$ cat config.mk
export PLATFORM = sky130hd
export DESIGN_NAME = bp_fetch_predictor
export DESIGN_NICKNAME = d
export VERILOG_FILES = /design/src/rtl/bp_pkg.sv /design/src/rtl/bp_dir_table.sv /design/src/rtl/bp_target_buf.sv /design/src/rtl/bp_fetch_predictor.sv
export SDC_FILE = /design/constraint.sdc
export NUM_CORES = 2
export LEC_CHECK = 0
export BUFFER_PORTS_ARGS = -buffer_cell sky130_fd_sc_hd__buf_2
export CORE_MARGIN = 2
export CORE_UTILIZATION = 59
export DETAILED_ROUTE_END_ITERATION = 10
export PLACE_DENSITY_LB_ADDON = 0.3
export SETUP_SLACK_MARGIN = 0.05
export SYNTH_ARGS = -nofsm -noshare
export SYNTH_HDL_FRONTEND = slang
export SYNTH_SLANG_ARGS = --single-unit
export TNS_END_PERCENT = 30
$ cat constraint.sdc
create_clock -name clk -period 10.45 [get_ports clk]
set_input_delay 0.5225 -clock clk [delete_from_list [all_inputs] [get_ports clk]]
set_output_delay 0.5225 -clock clk [all_outputs]
set_load 0.01 [all_outputs]
$ cat src/rtl/bp_pkg.sv
package bp_pkg;
  localparam logic [1:0] CTR_SNT = 2'b00;
  localparam logic [1:0] CTR_WNT = 2'b01;
  localparam logic [1:0] CTR_WT  = 2'b10;
  localparam logic [1:0] CTR_ST  = 2'b11;

  function automatic logic [1:0] ctr_next(input logic [1:0] cur, input logic taken);
    logic [1:0] nxt;
    if (taken) nxt = (cur == CTR_ST)  ? CTR_ST  : cur + 2'd1;
    else       nxt = (cur == CTR_SNT) ? CTR_SNT : cur - 2'd1;
    return nxt;
  endfunction
endpackage

$ cat src/rtl/bp_dir_table.sv
module bp_dir_table #(
  parameter int IDX_W = 6
) (
  input  logic             clk,
  input  logic             rst,
  input  logic [IDX_W-1:0] rd_idx,
  output logic [1:0]       rd_ctr,
  input  logic             wr_en,
  input  logic [IDX_W-1:0] wr_idx,
  input  logic             wr_taken
);
  import bp_pkg::*;
  localparam int N = 1 << IDX_W;

  logic [1:0] ctr_q [N];
  logic [1:0] wr_old;

  assign wr_old = ctr_q[wr_idx];
  assign rd_ctr = ctr_q[rd_idx];

  for (genvar i = 0; i < N; i++) begin : g_ctr
    always_ff @(posedge clk) begin
      if (rst)
        ctr_q[i] <= CTR_WNT;
      else if (wr_en && (wr_idx == IDX_W'(i)))
        ctr_q[i] <= ctr_next(ctr_q[i], wr_taken);
    end
  end

  // a taken update below the top moves the entry up by one
  assert_ctr_inc_R2: assert property (@(posedge clk) disable iff (rst)
    (wr_en && wr_taken && wr_old != CTR_ST) |=> ctr_q[$past(wr_idx)] == $past(wr_old) + 2'd1);
  // a not-taken update above the bottom moves the entry down by one
  assert_ctr_dec_R2: assert property (@(posedge clk) disable iff (rst)
    (wr_en && !wr_taken && wr_old != CTR_SNT) |=> ctr_q[$past(wr_idx)] == $past(wr_old) - 2'd1);
  // both ends saturate
  assert_ctr_sat_R2: assert property (@(posedge clk) disable iff (rst)
    (wr_en && (wr_old == (wr_taken ? CTR_ST : CTR_SNT))) |=> ctr_q[$past(wr_idx)] == $past(wr_old));
endmodule

$ cat src/rtl/bp_target_buf.sv
module bp_target_buf #(
  parameter int PC_W  = 32,
  parameter int IDX_W = 4
) (
  input  logic            clk,
  input  logic            rst,
  input  logic [PC_W-1:0] rd_pc,
  output logic            rd_hit,
  output logic [PC_W-1:0] rd_tgt,
  input  logic            wr_en,
  input  logic [PC_W-1:0] wr_pc,
  input  logic [PC_W-1:0] wr_tgt
);
  localparam int N     = 1 << IDX_W;
  localparam int LO    = 2;
  localparam int TAG_W = PC_W - IDX_W - LO;

  logic [N-1:0]      valid_q;
  logic [TAG_W-1:0]  tag_q [N];
  logic [PC_W-1:0]   tgt_q [N];

  logic [IDX_W-1:0]  rd_idx, wr_idx;
  logic [TAG_W-1:0]  rd_tag, wr_tag;

  assign rd_idx = rd_pc[IDX_W+LO-1:LO];
  assign rd_tag = rd_pc[PC_W-1:IDX_W+LO];
  assign wr_idx = wr_pc[IDX_W+LO-1:LO];
  assign wr_tag = wr_pc[PC_W-1:IDX_W+LO];

  assign rd_hit = valid_q[rd_idx] && (tag_q[rd_idx] == rd_tag);
  assign rd_tgt = tgt_q[rd_idx];

  for (genvar i = 0; i < N; i++) begin : g_ent
    always_ff @(posedge clk) begin
      if (rst) begin
        valid_q[i] <= 1'b0;
        tag_q[i]   <= '0;
        tgt_q[i]   <= '0;
      end else if (wr_en && (wr_idx == IDX_W'(i))) begin
        valid_q[i] <= 1'b1;
        tag_q[i]   <= wr_tag;
        tgt_q[i]   <= wr_tgt;
      end
    end
  end

  // a write leaves its entry valid
  assert_btb_fill_R6: assert property (@(posedge clk) disable iff (rst)
    wr_en |=> valid_q[$past(wr_idx)]);
  // without a write the valid flags hold
  assert_btb_hold_R6: assert property (@(posedge clk) disable iff (rst)
    !wr_en |=> $stable(valid_q));
endmodule

$ cat src/rtl/bp_fetch_predictor.sv
module bp_fetch_predictor #(
  parameter int PC_W      = 32,
  parameter int DIR_IDX_W = 6,
  parameter int BTB_IDX_W = 4
) (
  input  logic            clk,
  input  logic            rst,
  input  logic            fetch_valid,
  output logic            fetch_ready,
  input  logic [PC_W-1:0] fetch_pc,
  output logic            pred_valid,
  input  logic            pred_ready,
  output logic            pred_taken,
  output logic [PC_W-1:0] pred_npc,
  input  logic            upd_valid,
  output logic            upd_ready,
  input  logic [PC_W-1:0] upd_pc,
  input  logic            upd_taken,
  input  logic [PC_W-1:0] upd_target
);
  localparam int LO = 2;

  logic [1:0]      ctr;
  logic            hit;
  logic [PC_W-1:0] btb_tgt;
  logic            upd_fire;

  assign upd_ready   = 1'b1;
  assign upd_fire    = upd_valid && upd_ready;
  assign pred_valid  = fetch_valid;
  assign fetch_ready = pred_ready;

  bp_dir_table #(.IDX_W(DIR_IDX_W)) u_dir (
    .clk      (clk),
    .rst      (rst),
    .rd_idx   (fetch_pc[DIR_IDX_W+LO-1:LO]),
    .rd_ctr   (ctr),
    .wr_en    (upd_fire),
    .wr_idx   (upd_pc[DIR_IDX_W+LO-1:LO]),
    .wr_taken (upd_taken)
  );

  bp_target_buf #(.PC_W(PC_W), .IDX_W(BTB_IDX_W)) u_btb (
    .clk    (clk),
    .rst    (rst),
    .rd_pc  (fetch_pc),
    .rd_hit (hit),
    .rd_tgt (btb_tgt),
    .wr_en  (upd_fire && upd_taken),
    .wr_pc  (upd_pc),
    .wr_tgt (upd_target)
  );

  always_comb begin
    pred_taken = ctr[1] && hit;
    pred_npc   = pred_taken ? btb_tgt : fetch_pc + PC_W'(4);
  end

  // right after reset nothing is cached, so nothing is predicted taken
  assert_reset_clear_R1: assert property (@(posedge clk) disable iff (rst)
    $past(rst) |-> !pred_taken);
  // update port never stalls
  assert_upd_ready_R9: assert property (@(posedge clk) disable iff (rst) upd_ready);
endmodule

==> metrics.txt <==
initial core utilization=59.7%; Final Wtd Congestion=0.977; area of the multi-input gates=0.0185 mm2; status=completed; area grow syn2layout=9.62%; # setup viols final=0; cell taking the most area after synthesis=edfxtp_1; placed cells=4,690; nets=3,750; Final Power=9.57 mW; CTS Hold Bufs=0; Post-synth EDFFs=1,056; final hold viol count=0; critical path startpoint category=input port; Final Cell Area=0.0569 mm2; Via Count=32,308; kind of end point of the critical path=output port; Worst-Margin Slew=1.31 ns; layout cells sized above 1=17.8%; Final Cycle Share=62.1%; CTS root buf=clkbuf_16; CP arrival=5.97 ns; Synth top cells by count=1,056 x edfxtp_1, 931 x and2_1, 249 x mux4_2; Place WS=4.09 ns; Post-DP Area=0.0534 mm2; remaining global-route overflow=0; # clock sinks=1,072; DIE WIDTH=301 um; Tmin final=6.49 ns; vias per cell=6.59; syn_area_per_cell=14.2 um2; RR Startpoint=u_dir.ctr_q[18][1]; Yosys cell types=72; fin util=65.4%; RSZ-0062 raised after global routing=no; Synth Cell Area=0.0519 mm2; CP Class=in2out; synthesized net count=3,761; Post-Layout Cell Count=4,903; cell row count=108; maximum vdd drop=0.139 mV; routed wire length=148,000 um; Power Dens Cells=168 mW/mm2; Hold Path Class=in2reg; post-CTS resize count=0; hold_ws=0.292 ns; Max Clock Freq=0.154 GHz; die area=0.0903 mm2; core area=0.0869 mm2; CTS tree=yes; Hold Startpoint=upd_target[19]; largest net degree at the start of global routing=120; most frequent cell after synthesis=edfxtp_1; number of DRC markers in iteration 0=5,029; skew final=0.00583 ns; clock buffer count from CTS=109; FF+latch area=0.0320 mm2; wire per inst=30.2 um; CTS H-tree lvls=3; register area share after synthesis=61.8%; CP Launch Point=fetch_pc[3]; I/O Buffers=130; Critical Path Fanout Max=70; Antenna Violating Nets Remaining=0; Lkg Pwr=20.3 nW; DPL Wire Length=80,200 um; Final WS setup=3.96 ns; synth top area cells=edfxtp_1 61%, and2_1 11%, mux4_2 11%; first-pass GRT wire length=216,000 um; # DRC=0; Fillers=6,073; vias in the first global route=31,760; fin. max-slew vios=0; initial antenna violation count=36; I/O pin count=138; latest clock arrival within the worst-skew pair=0.69 ns; Async SR Flop Fraction=0%; drt pass-1 iters=5; slew margin rel.=12.2%; Yosys top cell area share=61.1%; Post-Synthesis Cells=3,658; FF+latch count, synth=1,072; Worst Path Required=9.93 ns; YS warnings=0; Die Ht=301 um; clock buffer depth=3; setup_tns=0 ns; top_reg_cell synth=edfxtp_1; setup bufs post-CTS=0; max-cap violations=0; Tot GR Track Use=33.2%; clk slew on worst S/H paths=0.06 ns
-- sequential cells by signal (all words and copies together) (netlist names) --
name and count:
u_btb.tgt_q 512, u_btb.tag_q 416, u_dir.ctr_q 128, u_btb.valid_q 16
-- report_power, final --
| group | switching, mW | internal (mW) |
|---|---|---|
| registers | 0.0675 | 4.94 |
| logic | 0.511 | 0.300 |
| clock network | 1.64 | 2.12 |
-- metal layers --
metal	vias up	global-route usage, %	routed length [um]
li1	13428	-	-
met1	16296	45.4	54600
met2	2192	51.6	70000
met3	370	8.25	17900
met4	22	13.4	5630
met5	-	0	129
-- logic make-up (layout without fill, tap and decap cells) --
group	count (synthesis)	in the layout	synth area share [%]
xor gates and xnor gates	44	44	0.743
buffers and inverters	397	471	3.23
muxes	376	376	13.7
DFF	1072	1072	61.8
AOI/OAI and AO/OA	279	279	3.67
other	1	17	0.00723
adders and majority gates	65	65	1.26
and+or+nand+nor	1424	1424	15.7
-- final timing paths --
check	endpoint	slack, ns	depth (start not counted)
worst max-delay path	pred_npc[11]	3.96	12
worst min register to register	u_btb.valid_q[15]	0.45	1
worst min-delay path	u_btb.tgt_q[2][19]	0.29	2
worst max register to register	u_dir.ctr_q[18][0]	9.04	2
-- cell usage in the layout (no fill, tap or decap), drive strengths merged, types with 47 or more instances in the layout --
cell type and instances:
clkbuf 136, edfxtp 1056, o21ai 93, nor2 63, nand2 239, inv 86
maj3 64, clkinv 47, buf 192, a211oi 68, and2 931, mux2i 86
or3 69, mux4 252
-- worst max-delay path, cell delays in order --
cell	delay, ns
buf_8	0.49
buf_4	0.61
buf_4	0.65
mux4_2	0.47
o211ai_1	0.30
nor2_1	0.10
or3_1	0.36
or4_1	0.41
nor4b_1	0.37
or4b_4	0.89
mux2i_1	0.46
buf_2	0.21
-- final cells by class --
type,instances,share of cell area (%)
antenna,16,0.0704
inverter,83,0.557
multi-input combinational,2189,32.5
sequential,1072,56.3
clock inverter,60,0.891
clock buffer,136,5.01
tap,1155,2.54
timing repair buffer,192,2.10
Power figures use the tool's default switching activity.
